<file path="config.mk">
export PLATFORM = sky130hd
export DESIGN_NAME = chan_fault_guard
export DESIGN_NICKNAME = d
export VERILOG_FILES = /design/src/rtl/chan_fault_guard.sv
export SDC_FILE = /design/constraint.sdc
export NUM_CORES = 1
export LEC_CHECK = 0
export BUFFER_PORTS_ARGS = -buffer_cell sky130_fd_sc_hd__clkbuf_2
export CAP_MARGIN = 5
export CELL_PAD_IN_SITES_DETAIL_PLACEMENT = 0
export CELL_PAD_IN_SITES_GLOBAL_PLACEMENT = 1
export CORE_MARGIN = 2
export CORE_UTILIZATION = 43
export CTS_CLUSTER_DIAMETER = 120
export DETAILED_ROUTE_END_ITERATION = 8
export PLACE_DENSITY_LB_ADDON = 0.08
export SLEW_MARGIN = 20
export SYNTH_ARGS = -nofsm -noshare
export SYNTH_HDL_FRONTEND = slang
export SYNTH_SLANG_ARGS = --single-unit
</file>
<file path="constraint.sdc">
create_clock -name clk -period 2.9 [get_ports clk]
set_clock_uncertainty 0.15 [all_clocks]
set_input_delay 0.145 -clock clk [delete_from_list [all_inputs] [get_ports clk]]
set_output_delay 0.145 -clock clk [all_outputs]
set_load 0.1 [all_outputs]
</file>
<file path="src/rtl/chan_fault_guard.sv">
module chan_fault_guard #(
  parameter int SKIP_CYCLES = 7,
  parameter int SS_TICKS    = 8,
  parameter int REST_TICKS  = 160
) (
  input  logic clk,
  input  logic rst_n,
  input  logic run_i,
  input  logic oc_i,
  input  logic uv_i,
  input  logic ss_done_i,
  input  logic cyc_start_i,
  input  logic tick_i,
  input  logic link_en_i,
  input  logic peer_trip_i,
  output logic pwm_en_o,
  output logic kill_o,
  output logic ss_restart_o,
  output logic fault_o,
  output logic trip_o
);

  localparam int SS_LIMIT = 2 * SS_TICKS;
  localparam int TMAX     = (SS_LIMIT > REST_TICKS) ? SS_LIMIT : REST_TICKS;
  localparam int TW       = $clog2(TMAX + 1);
  localparam int SKW      = $clog2(SKIP_CYCLES + 2);
  localparam logic [SKW-1:0] SKIP_LOAD = SKW'(SKIP_CYCLES + 1);
  localparam logic [TW-1:0]  SS_LAST   = TW'(SS_LIMIT - 1);
  localparam logic [TW-1:0]  REST_LAST = TW'(REST_TICKS - 1);

  typedef enum logic [1:0] {S_IDLE, S_SOFT, S_RUN, S_REST} st_t;

  st_t            st, st_n;
  logic [TW-1:0]  tmr;
  logic [SKW-1:0] skip;
  logic           own_trip;

  wire switching = (st == S_SOFT) || (st == S_RUN);
  wire peer_hit  = link_en_i && peer_trip_i;
  wire ss_expire = tick_i && (tmr == SS_LAST);
  wire rest_done = tick_i && (tmr == REST_LAST);

  always_comb begin
    st_n     = st;
    own_trip = 1'b0;
    case (st)
      S_IDLE: if (run_i) st_n = S_SOFT;
      S_SOFT: begin
        if (!run_i)         st_n = S_IDLE;
        else if (peer_hit)  st_n = S_REST;
        else if (ss_done_i) st_n = S_RUN;
        else if (ss_expire) begin
          st_n     = S_REST;
          own_trip = 1'b1;
        end
      end
      S_RUN: begin
        if (!run_i)        st_n = S_IDLE;
        else if (peer_hit) st_n = S_REST;
        else if (uv_i) begin
          st_n     = S_REST;
          own_trip = 1'b1;
        end
      end
      S_REST: begin
        if (!run_i)         st_n = S_IDLE;
        else if (rest_done) st_n = S_SOFT;
      end
      default: st_n = S_IDLE;
    endcase
  end

  always_ff @(posedge clk or negedge rst_n) begin
    if (!rst_n) begin
      st           <= S_IDLE;
      tmr          <= '0;
      skip         <= '0;
      trip_o       <= 1'b0;
      ss_restart_o <= 1'b0;
    end else begin
      st           <= st_n;
      trip_o       <= own_trip;
      ss_restart_o <= (st_n == S_SOFT) && (st != S_SOFT);
      if (st_n != st)
        tmr <= '0;
      else if (tick_i && (st == S_SOFT || st == S_REST))
        tmr <= tmr + 1'b1;
      if (st_n != S_SOFT)
        skip <= '0;
      else if (oc_i && st == S_SOFT)
        skip <= SKIP_LOAD;
      else if (cyc_start_i && skip != '0)
        skip <= skip - 1'b1;
    end
  end

  assign pwm_en_o = switching;
  assign kill_o   = (switching && oc_i) || (skip != '0);
  assign fault_o  = (st == S_REST) || kill_o;


  oc_kill_chk: assert property (@(posedge clk) disable iff (!rst_n)
    (pwm_en_o && oc_i) |-> kill_o);


  skip_hold_chk: assert property (@(posedge clk) disable iff (!rst_n)
    (st == S_SOFT && st_n == S_SOFT && skip != '0 && !cyc_start_i) |=> kill_o);


  uv_stop_chk: assert property (@(posedge clk) disable iff (!rst_n)
    (st == S_RUN && run_i && !peer_hit && uv_i) |=> (!pwm_en_o && trip_o));


  trip_off_chk: assert property (@(posedge clk) disable iff (!rst_n)
    trip_o |-> !pwm_en_o);


  restart_chk: assert property (@(posedge clk) disable iff (!rst_n)
    $rose(pwm_en_o) |-> ss_restart_o);


  idle_chk: assert property (@(posedge clk) disable iff (!rst_n)
    !run_i |=> !pwm_en_o);

endmodule

</file>
Yosys cells after proc, flatten, opt, wreduce, memory -nomap -nowiden
Cells that the tools add are included.
- register bits after elaboration: 16
- word-level logic and storage cells: 56
- output and inout bits: 5
- input bits: 10
- multiplexer cells: 24
- $add $sub $neg: 2
- equality and inequality tests: 9
- reductions and logical operators: 16
- operators by type and width (operator ; count):
    $mux 2 ; 10
    $mux 8 ; 2
    $mux 4 ; 3
    $add 8x1->8 const B ; 1
    $eq 8x4->1 const B ; 1
    $eq 8x8->1 const B ; 1
    $logic_and 1x1->1 ; 8
    $pmux 2 s4 ; 1
    $mux 1 ; 7
    $eq 2x1->1 const B ; 2
    $eq 2x2->1 const B ; 2
    $logic_or 1x1->1 ; 4
    $ne 2x1->1 const B ; 2
    $reduce_bool 4->1 ; 1
    $sub 4x1->4 const B ; 1
    $reduce_bool 3->1 ; 1
    $logic_not 2->1 ; 1
    $ne 2x2->1 ; 1
    $pmux 1 s2 ; 1
    $reduce_bool 2->1 ; 1

Depth between registers and ports, before layout
Gate-level depths: netlist of the first run.
- depth after elaboration: 9
- gate-level depth with buffers: 8

Least setup slack after synthesis of the first run
OpenSTA, ideal clock, no wires.
- path type: reg2out
- start point: reg st[0]
- end point: out fault_o
- required time: 2.605 ns
- path buffers: 0
- path slack: -0.147 ns
- arrival time: 2.752 ns
- stages on the path, launching flop included: 5
- path through: dfrtp_1 inv_1 ha_1 a21o_1 or2_2
- cells in the longest elaborated chain, start to end: 5
- RTL lines (what ; line ; RTL):
    start, declared ; 33 ; st_t st, st_n;
    start signal, assigned ; 81 ; st <= st_n;
    $eq 2x1->1 / $eq 2x2->1 (equally long branches) ; 38 ; wire switching = (st == S_SOFT) || (st == S_RUN);
    $logic_or 1x1->1 (*) ; 38 ;
    net pwm_en_o ; 16 ; output logic pwm_en_o,
    $logic_and 1x1->1 (*) ; 98 ; assign kill_o = (switching && oc_i) || (skip != '0);
    $logic_or 1x1->1 (*) ; 98 ;
    net kill_o ; 17 ; output logic kill_o,
    $logic_or 1x1->1 (*) ; 99 ; assign fault_o = (st == S_REST) || kill_o;
    end, declared ; 19 ; output logic fault_o,
The timed path passes the listed nets; every way through them passes the cells marked *.

Final worst setup path of the first run
- start point: reg skip[0]
- end point: out fault_o
- cells in the longest elaborated chain, start to end: 3
- RTL lines (what ; line ; RTL):
    start, declared ; 35 ; logic [SKW-1:0] skip;
    start signal, assigned ; 93 ; skip <= skip - 1'b1;
    $reduce_bool 4->1 ; 98 ;
    $logic_or 1x1->1 ; 98 ;
    $logic_or 1x1->1 ; 99 ;
No other way between the ends.

==> results of run 1 <==
power breakdown:
group          internal, mW  total, mW  switching [mW]  leakage, nW
Clock                0.0764      0.150          0.0732       0.0210
Combinational         0.217      0.805           0.588        0.306
Sequential            0.265      0.307          0.0418        0.218
Total                 0.558       1.26           0.703        0.545
worst paths after layout:
check                      startpoint       to  slack [ps]  depth (start not counted)
setup / recovery              skip[0]  fault_o         380                          6
hold reg to reg               skip[0]  skip[0]         440                          3
hold / removal                   oc_i  skip[3]          60                          3
setup reg to reg                st[0]   tmr[2]         500                          7
min in group asynchronous       rst_n   tmr[0]         150                          2
max in group asynchronous       rst_n   trip_o        2150                          2
routing by layer:
metal / GRT usage / wire length [µm]
met4: 0.0750 / 10
met5: 0 / 0
met1: 0.252 / 1060
met2: 0.301 / 1090
met3: 0.0333 / 75
state kept, by name (all words and copies together), names as in the netlist:
register / count
tmr: 8
skip: 4
st: 2
ss_restart_o: 1
trip_o: 1
synth_stat cells, types with 2 or more instances:
| cell type | instances | area, µm² |
|---|---|---|
| nand4_1 | 2 | 12.5 |
| xor2_1 | 3 | 26.3 |
| mux2i_1 | 2 | 20.0 |
| nor2b_1 | 2 | 12.5 |
| nor3_1 | 5 | 25.0 |
| o21ai_0 | 4 | 20.0 |
| nand2_1 | 6 | 22.5 |
| nand3_1 | 2 | 10.0 |
| ha_1 | 6 | 75.1 |
| and3_2 | 2 | 15.0 |
| o21a_1 | 2 | 15.0 |
| a21o_1 | 2 | 15.0 |
| nor4_1 | 8 | 50.1 |
| xnor2_1 | 6 | 52.6 |
| nor2_1 | 6 | 22.5 |
| nand2b_1 | 2 | 12.5 |
| dfrtp_1 | 16 | 400 |
| o211ai_1 | 3 | 22.5 |
| inv_1 | 5 | 18.8 |
worst register-to-register path: cells and delay by family (launching register included):
kind            cells  cell delay [ps]
buf+inv             1              160
flops               1              460
compound gates      2              690
fa+ha+maj           1              280
simple gates        3              530
stage by stage:
stage                     instances  hold WS (ps)
after floorplan                 106          -301
after global routing            156          73.2
after CTS                       156          38.8
final                           156          58.1
after detailed placement        149         -47.7
after global placement          149         -57.3
cell families (layout without fill, tap and decap cells):
kind of cell	count (synthesis)	count (layout)
multiplexers	2	2
XOR/XNOR	9	9
adder cells (fa/ha/maj)	6	6
AND/OR/NAND/NOR	44	44
buffers and inverters	6	26
AO/OA/AOI/OAI	23	23
flip-flops	16	16
area by class of cell:
type                            count  area, µm²  area share
Inverter                            5       18.8      0.0150
Timing Repair Buffer               17        100      0.0802
Multi-Input combinational cell     84        656       0.525
Sequential cell                    16        400       0.321
Clock buffer                        4       36.3      0.0291
Tap cell                           30       37.5      0.0301
==> impl_metrics.csv, run 1 <==
group,metric,value,unit
status,outcome,"finished, final reports clean",
worst_setup_path,cp_cell_sequence,"inv_1, ha_1, or3b_2, a21o_2, or2_2, clkbuf_2",
routing,firstDrtPassIters,4,
power_and_ir_drop,vdd_drop_max,816,µV
sta,tightest_slew,671,ps
place,placed_area,0.00118,mm²
logic_synthesis,synth-edff-count,0,
grt,grt_overflow,0,
cells_and_area,area_delta_synth_final,15.9,%
worst_setup_path,critPathSlowestCell,"or3b_2",
worst_setup_path,required,2610,ps
clocking,clkLatencyLatePin,290,ps
place,dp_hpwl,1710,µm
floorplanning,core-area,0.00243,mm²
grt,grt_pass1_vias,837,
routing,ant_nets,0,
logic_synthesis,synth_top_family_by_area,"simple AND/OR/NAND/NOR gates",
cells_and_area,drive_gt1_frac,0.254,
sta,fmax,397,MHz
power_and_ir_drop,leakagePower,0.545,nW
sta,finalSetupViolations,0,
clocking,cts_made_buffers,3,
place,io_buffers,14,
clocking,clk_pin_slew,90,ps
logic_synthesis,synth_xor_area_frac,0.0732,
place,post-place-ws,569,ps
sta,slew_violations,0,
logic_synthesis,synth_compound_area_frac,0.178,
hold_path,min_path_type,"in -> reg",
floorplanning,die_area,0.00292,mm²
clocking,cts_tree,"done",
sta,hold_violations,0,
worst_setup_path,cp_top_family,"simple AND/OR/NAND/NOR gates",
power_and_ir_drop,p_total,1.26,mW
cells_and_area,mostFrequentLayoutCells,"dfrtp_1 (16), clkbuf_2 (14), nor4_1 (8)",
grt,grt_start_max_net_pins,17,
clocking,postCtsHoldBufs,3,
routing,via_per_inst,5.65,
logic_synthesis,synthAdderAreaFrac,0.0697,
sta,relSlewSlack,0.550,
worst_setup_path,arrival,2220,ps
cells_and_area,nNetsFinal,143,
run,max_cap_violations,0,
logic_synthesis,ys_seq_area_frac,0.372,
place,gp_congestion,0.860,
cells_and_area,layout_commonest_cell,"dfrtp_1",
sta,rsz0062_at_grt,"no",
floorplanning,die_h,54.1,µm
cells_and_area,postLayoutCoreUtil,0.513,
worst_setup_path,endpoint_kind,"primary output",
logic_synthesis,synthCells,106,
clocking,cts.root.buffer_cell,"clkbuf_4",
sta,min_period,2520,ps
clocking,clock_sink_count,16,
worst_setup_path,worst-setup-path-type,"reg -> out",
routing,vias,882,
floorplanning,num_io_pins,15,
floorplanning,initial_core_util,0.443,
logic_synthesis,async_flop_share,1.00,
logic_synthesis,synth_mux_area_frac,0.0186,
floorplanning,die_w,54.1,µm
worst_setup_path,path_buf_inv,2,
cells_and_area,final_area,0.00125,mm²
clocking,clock_path_buffers,2,
logic_synthesis,synth_nets,122,
cells_and_area,antenna_cells,0,
logic_synthesis,ys_types,41,
routing,drt_iter0_drc,25,
grt,grt_pass1_wl,3810,µm
cells_and_area,n_fill_cell,236,
logic_synthesis,postSynthAreaPerCell,10.2,µm²
routing,drc,0,
worst_setup_path,path_max_fanout,3,
sta,fin_ws,380,ps
logic_synthesis,yosys_warnings,0,
logic_synthesis,synth_area,0.00108,mm²
sta,finalSetupTns,0,ps
clocking,cts_setup_buffers,0,
logic_synthesis,synth-seq-cells,16,
floorplanning,row_count,18,
worst_setup_path,max_stage_delay,470,ps
sta,fin_crit_sh,0.869,
grt,antenna_found_initial,0,
worst_setup_path,critPathLaunchType,"flop",
power_and_ir_drop,power_density,1010,mW/mm²
clocking,cts-resized-gates,0,
routing,drt-total-wl,2230,µm
clocking,htreeDepth,1,
routing,wire_per_inst,14.3,µm
logic_synthesis,synthSimpleGateAreaFrac,0.268,
logic_synthesis,synth_flop_cell,"dfrtp_1",
grt,grt_use_total,0.188,
(Power assumes the default switching activity.)
==> inputs of run 2 (changes only) <==
--- a/config.mk
+++ b/config.mk
@@ -9,9 +9,10 @@
 export CAP_MARGIN = 5
 export CELL_PAD_IN_SITES_DETAIL_PLACEMENT = 0
 export CELL_PAD_IN_SITES_GLOBAL_PLACEMENT = 1
+export CORE_ASPECT_RATIO = 1.1
 export CORE_MARGIN = 2
 export CORE_UTILIZATION = 43
-export CTS_CLUSTER_DIAMETER = 120
+export CTS_CLUSTER_DIAMETER = 150
 export DETAILED_ROUTE_END_ITERATION = 8
 export PLACE_DENSITY_LB_ADDON = 0.08
 export SLEW_MARGIN = 20
==> run 2 against run 1 <==
  * Worst hold slack gained 7.8 ps
  * Sequential power is essentially flat
  * Count of clock-buffer cells in the layout is the same
  * Flip-flop and latch count is the same
  * Sequential share of layout area is essentially flat
  * Largest cell class unchanged
  * Highest routed layer unchanged
==> impl_metrics.csv, run 2 (synthesis gave the netlist of run 1 again) <==
group,metric,value,unit
status,outcome,"finished, final reports clean",
floorplanning,row_count,19,
clocking,htreeDepth,1,
sta,relSlewSlack,0.530,
cells_and_area,postLayoutCoreUtil,0.510,
hold_path,hold_path_end,"skip[3]",
cells_and_area,area_delta_synth_final,16.0,%
grt,antenna_found_initial,0,
clocking,clk_pin_slew,100,ps
worst_setup_path,path_max_fanout,3,
cells_and_area,drive_gt1_frac,0.254,
routing,drt-total-wl,2360,µm
worst_setup_path,r2r_slack,470,ps
routing,wire_per_inst,15.0,µm
cells_and_area,largest_reg_flops,8,
sta,fin_ws,378,ps
place,dp_hpwl,1730,µm
sta,fmax,396,MHz
floorplanning,die_area,0.00292,mm²
worst_setup_path,required,2610,ps
floorplanning,die_h,56.5,µm
cells_and_area,antenna_cells,0,
clocking,cts-resized-gates,0,
sta,finalSetupTns,0,ps
grt,grt_pass1_wl,4170,µm
power_and_ir_drop,vdd_drop_max,825,µV
clocking,clock_path_buffers,2,
cells_and_area,layout_commonest_cell,"dfrtp_1",
place,gp_congestion,0.823,
sta,hold_violations,0,
grt,grt.busiest_layer,"met2",
grt,grt_use_met2,0.330,
sta,holdWs,65.8,ps
sta,fin_crit_sh,0.870,
worst_setup_path,arrival,2230,ps
run,max_cap_violations,0,
routing,vias,924,
floorplanning,initial_core_util,0.440,
grt,grtUsageMet3,0.0319,
sta,tightest_slew,700,ps
cells_and_area,regMostFlops,"tmr",
place,post-place-ws,499,ps
floorplanning,num_io_pins,15,
worst_setup_path,reg2reg_depth,7,
sta,rsz0062_at_grt,"no",
clocking,clock_sink_count,16,
floorplanning,die_w,51.7,µm
worst_setup_path,critPathLaunchType,"flop",
clocking,cts.root.buffer_cell,"clkbuf_4",
cells_and_area,fin_cells,157,
hold_path,min_path_type,"in -> reg",
routing,drc,0,
sta,finalSetupViolations,0,
power_and_ir_drop,leakagePower,0.545,nW
sta,slew_violations,0,
grt,grt_pass1_vias,936,
place,io_buffers,14,
cells_and_area,nNetsFinal,143,
clocking,cts_made_buffers,3,
floorplanning,core-area,0.00245,mm²
worst_setup_path,endpoint_kind,"primary output",
place,place_inst,150,
grt,grt_overflow,0,
hold_path,hold_start,"oc_i",
routing,firstDrtPassIters,4,
cells_and_area,mostFrequentLayoutCells,"dfrtp_1 (16), clkbuf_2 (14), nor4_1 (8)",
routing,drt_iter0_drc,19,
clocking,cts_tree,"done",
routing,ant_nets,0,
grt,grt_use_total,0.190,
worst_setup_path,worst-setup-path-type,"reg -> out",
grt,use_met1,0.232,
worst_setup_path,reg2reg_from,"st[0]",
worst_setup_path,r2r-end,"tmr[3]",
power_and_ir_drop,power_density,1010,mW/mm²
grt,grt_start_max_net_pins,17,
clocking,clkLatencyLatePin,290,ps
sta,min_period,2520,ps
routing,via_per_inst,5.89,
cells_and_area,largestRegisters,"tmr x8, skip x4, st x2",
hold_path,holdPathStages,3,
run 2: repair_timing:
action                    in CTS  in global routing
setup buffers                  0                  0
hold endpoints to repair      17                  0
hold buffers                   3                  0
run 2: layer usage:
layer	up-vias	wire length, µm
li1	437	-
met1	464	1050
met2	21	1200
met3	2	89
met4	0	17
met5	-	0
run 2: cell type report:
type	instances	area, µm²
Tap cell	31	38.8
Sequential cell	16	400
Inverter	5	18.8
Clock buffer	4	36.3
Fill cell	238	1200
Timing Repair Buffer	17	100
Multi-Input combinational cell	84	656
run 2: report_power, final:
part / internal, mW / switching (mW)
registers: 0.265 / 0.0425
logic: 0.216 / 0.593
clock network: 0.0764 / 0.0741
run 2: metrics by stage:
| step | cell area (µm²) | total power [mW] |
|---|---|---|
| 2_1_floorplan | 1080 | 0.984 |
| 3_3_place_gp | 1180 | 1.11 |
| 3_5_place_dp | 1180 | 1.12 |
| 4_1_cts | 1250 | 1.27 |
| 5_1_grt | 1250 | 1.36 |
| 6_report | 1250 | 1.27 |
run 2: how the worst max path moves through the flow:
stage | slack, ps | endpoint | cells past startpoint | start
floorplan | 100 | fault_o | 4 | st[0]
global placement | 510 | tmr[2] | 7 | st[0]
detailed placement | 500 | tmr[2] | 7 | st[0]
CTS | 360 | fault_o | 6 | skip[0]
global route | 260 | fault_o | 6 | skip[0]
finish | 380 | fault_o | 6 | skip[0]
run 2: critical path, cell delays in order, from the launching register on:
cell and delay, ps:
dfrtp_1 410, inv_1 70, ha_1 160, or3b_2 470, a21o_2 200, or2_2 260, clkbuf_2 370
==> inputs of run 3 (changes only) <==
--- a/config.mk
+++ b/config.mk
@@ -14,6 +14,7 @@
 export CORE_UTILIZATION = 43
 export CTS_CLUSTER_DIAMETER = 150
 export DETAILED_ROUTE_END_ITERATION = 8
+export HOLD_SLACK_MARGIN = 0.12
 export PLACE_DENSITY_LB_ADDON = 0.08
 export SLEW_MARGIN = 20
 export SYNTH_ARGS = -nofsm -noshare
==> constraint.sdc (replaced) <==
create_clock -name clk -period 2.9 [get_ports clk]
set_clock_uncertainty 0.15 [all_clocks]
set_input_delay 0.435 -clock clk [delete_from_list [all_inputs] [get_ports clk]]
set_output_delay 0.435 -clock clk [all_outputs]
set_load 0.1 [all_outputs]
==> run 3 against run 2 <==
  * Combinational power about the same
  * Non-clock buffer count decreased by 2
  * Global-route usage decreased by 0.34 points
  * Final cell count decreased by 1.3%
  * Largest power group unchanged
==> impl_metrics.csv, run 3 (synthesis gave the netlist of run 1 again) <==
group,metric,value,unit
status,outcome,"finished, final reports clean",
power_and_ir_drop,p_total,1.27,mW
sta,finalSetupTns,0,ps
grt,grt_pass1_vias,922,
place,gp_congestion,0.759,
cells_and_area,n_fill_cell,242,
clocking,clock_sink_count,16,
power_and_ir_drop,vdd_drop_max,864,µV
routing,drc,0,
cells_and_area,nNetsFinal,141,
place,place_inst,150,
floorplanning,num_io_pins,15,
sta,hold_violations,0,
cells_and_area,area_delta_synth_final,14.4,%
hold_path,min_path_type,"in -> reg",
sta,holdWs,283,ps
sta,tightest_slew,621,ps
cells_and_area,layout_commonest_cell,"dfrtp_1",
place,dp_hpwl,1680,µm
floorplanning,die_h,56.5,µm
routing,wire_per_inst,14.6,µm
clocking,cts_tree,"done",
cells_and_area,drive_gt1_frac,0.266,
clocking,cts_made_buffers,3,
cells_and_area,mostFrequentLayoutCells,"dfrtp_1 (16), clkbuf_2 (13), nor4_1 (8)",
cells_and_area,fin_cells,155,
cells_and_area,postLayoutCoreUtil,0.503,
routing,via_per_inst,5.86,
worst_setup_path,required,2320,ps
worst_setup_path,arrival,2150,ps
routing,vias,908,
routing,drt_iter0_drc,25,
grt,grt_use_total,0.187,
power_and_ir_drop,power_density,1030,mW/mm²
floorplanning,initial_core_util,0.440,
run,max_cap_violations,0,
cells_and_area,antenna_cells,0,
routing,drt-total-wl,2270,µm
floorplanning,row_count,19,
sta,slew_violations,0,
sta,fin_crit_sh,0.943,
floorplanning,die_area,0.00292,mm²
power_and_ir_drop,leakagePower,0.533,nW
routing,ant_nets,0,
cells_and_area,largestRegisters,"tmr x8, skip x4, st x2",
clocking,clkLatencyLatePin,280,ps
grt,grt_pass1_wl,4120,µm
sta,min_period,2740,ps
grt,grt_start_max_net_pins,17,
clocking,htreeDepth,1,
place,io_buffers,14,
worst_setup_path,critPathLaunchType,"flop",
grt,grt_overflow,0,
routing,firstDrtPassIters,4,
sta,rsz0062_at_grt,"no",
sta,fmax,366,MHz
worst_setup_path,worst-setup-path-type,"reg -> out",
worst_setup_path,path_max_fanout,3,
sta,finalSetupViolations,0,
floorplanning,core-area,0.00245,mm²
floorplanning,die_w,51.7,µm
grt,antenna_found_initial,0,
cells_and_area,regMostFlops,"tmr",
clocking,clk_pin_slew,90,ps
clocking,cts.root.buffer_cell,"clkbuf_4",
worst_setup_path,endpoint_kind,"primary output",
clocking,clock_path_buffers,2,
cells_and_area,largest_reg_flops,8,
sta,relSlewSlack,0.584,
run 3: cell types whose count changed in the layout (fill, tap and decap cells not counted):
| cell | delta |
|---|---|
| dlygate4sd3_1 | -2 |
| buf_2 | +1 |
| ha_1 | -1 |
| ha_2 | +1 |
| clkbuf_2 | -1 |
run 3: what timing repair did:
action / in CTS / in global routing
hold endpoints to repair: 16 / 0
gates resized for setup: 0 / 1
endpoints found under the setup margin: 0 / 1
hold buffers: 1 / 0
buffers inserted: 0 / 0
run 3: cell type report:
cell class	instances	area (µm²)	share of cell area
Multi-Input combinational cell	84	658	0.534
Inverter	5	18.8	0.0152
Clock buffer	4	36.3	0.0294
Tap cell	31	38.8	0.0315
Sequential cell	16	400	0.325
Timing Repair Buffer	15	80.1	0.0650
run 3: critical path: stages, from the launching register on:
cell and delay [ps]:
dfrtp_1 410, inv_1 60, ha_1 170, or3b_2 470, a21o_2 200, or2_2 260
buf_2 290
run 3: final timing paths:
path                         start      end  slack (ps)  cells after the start
max in group asynchronous    rst_n    st[1]        1850                      2
hold reg to reg             tmr[6]   tmr[6]         440                      2
setup reg to reg             st[1]   tmr[5]         490                      6
min in group asynchronous    rst_n   tmr[0]         450                      2
setup / recovery           skip[0]  fault_o         160                      6
hold / removal               run_i   trip_o         280                      3
run 3: metal layers:
| layer | global-route usage | share of wire | vias up |
|---|---|---|---|
| met5 | 0 | 0 | - |
| met4 | 0.0564 | 0.0079 | 0 |
| met3 | 0.0319 | 0.056 | 2 |
| met2 | 0.306 | 0.49 | 35 |
| met1 | 0.249 | 0.44 | 436 |
| li1 | - | - | 435 |
run 3: through the flow:
stage	worst slack (ps)	cell area, µm²
after floorplan	59.7	1080
after global placement	438	1190
after detailed placement	407	1190
after CTS	71.0	1230
after global routing	64.3	1230
final	164	1230
run 3: where the power goes:
group	internal [mW]	leakage (nW)	switching, mW
Clock	0.0764	0.0210	0.0733
Sequential	0.265	0.218	0.0412
Combinational	0.220	0.294	0.589
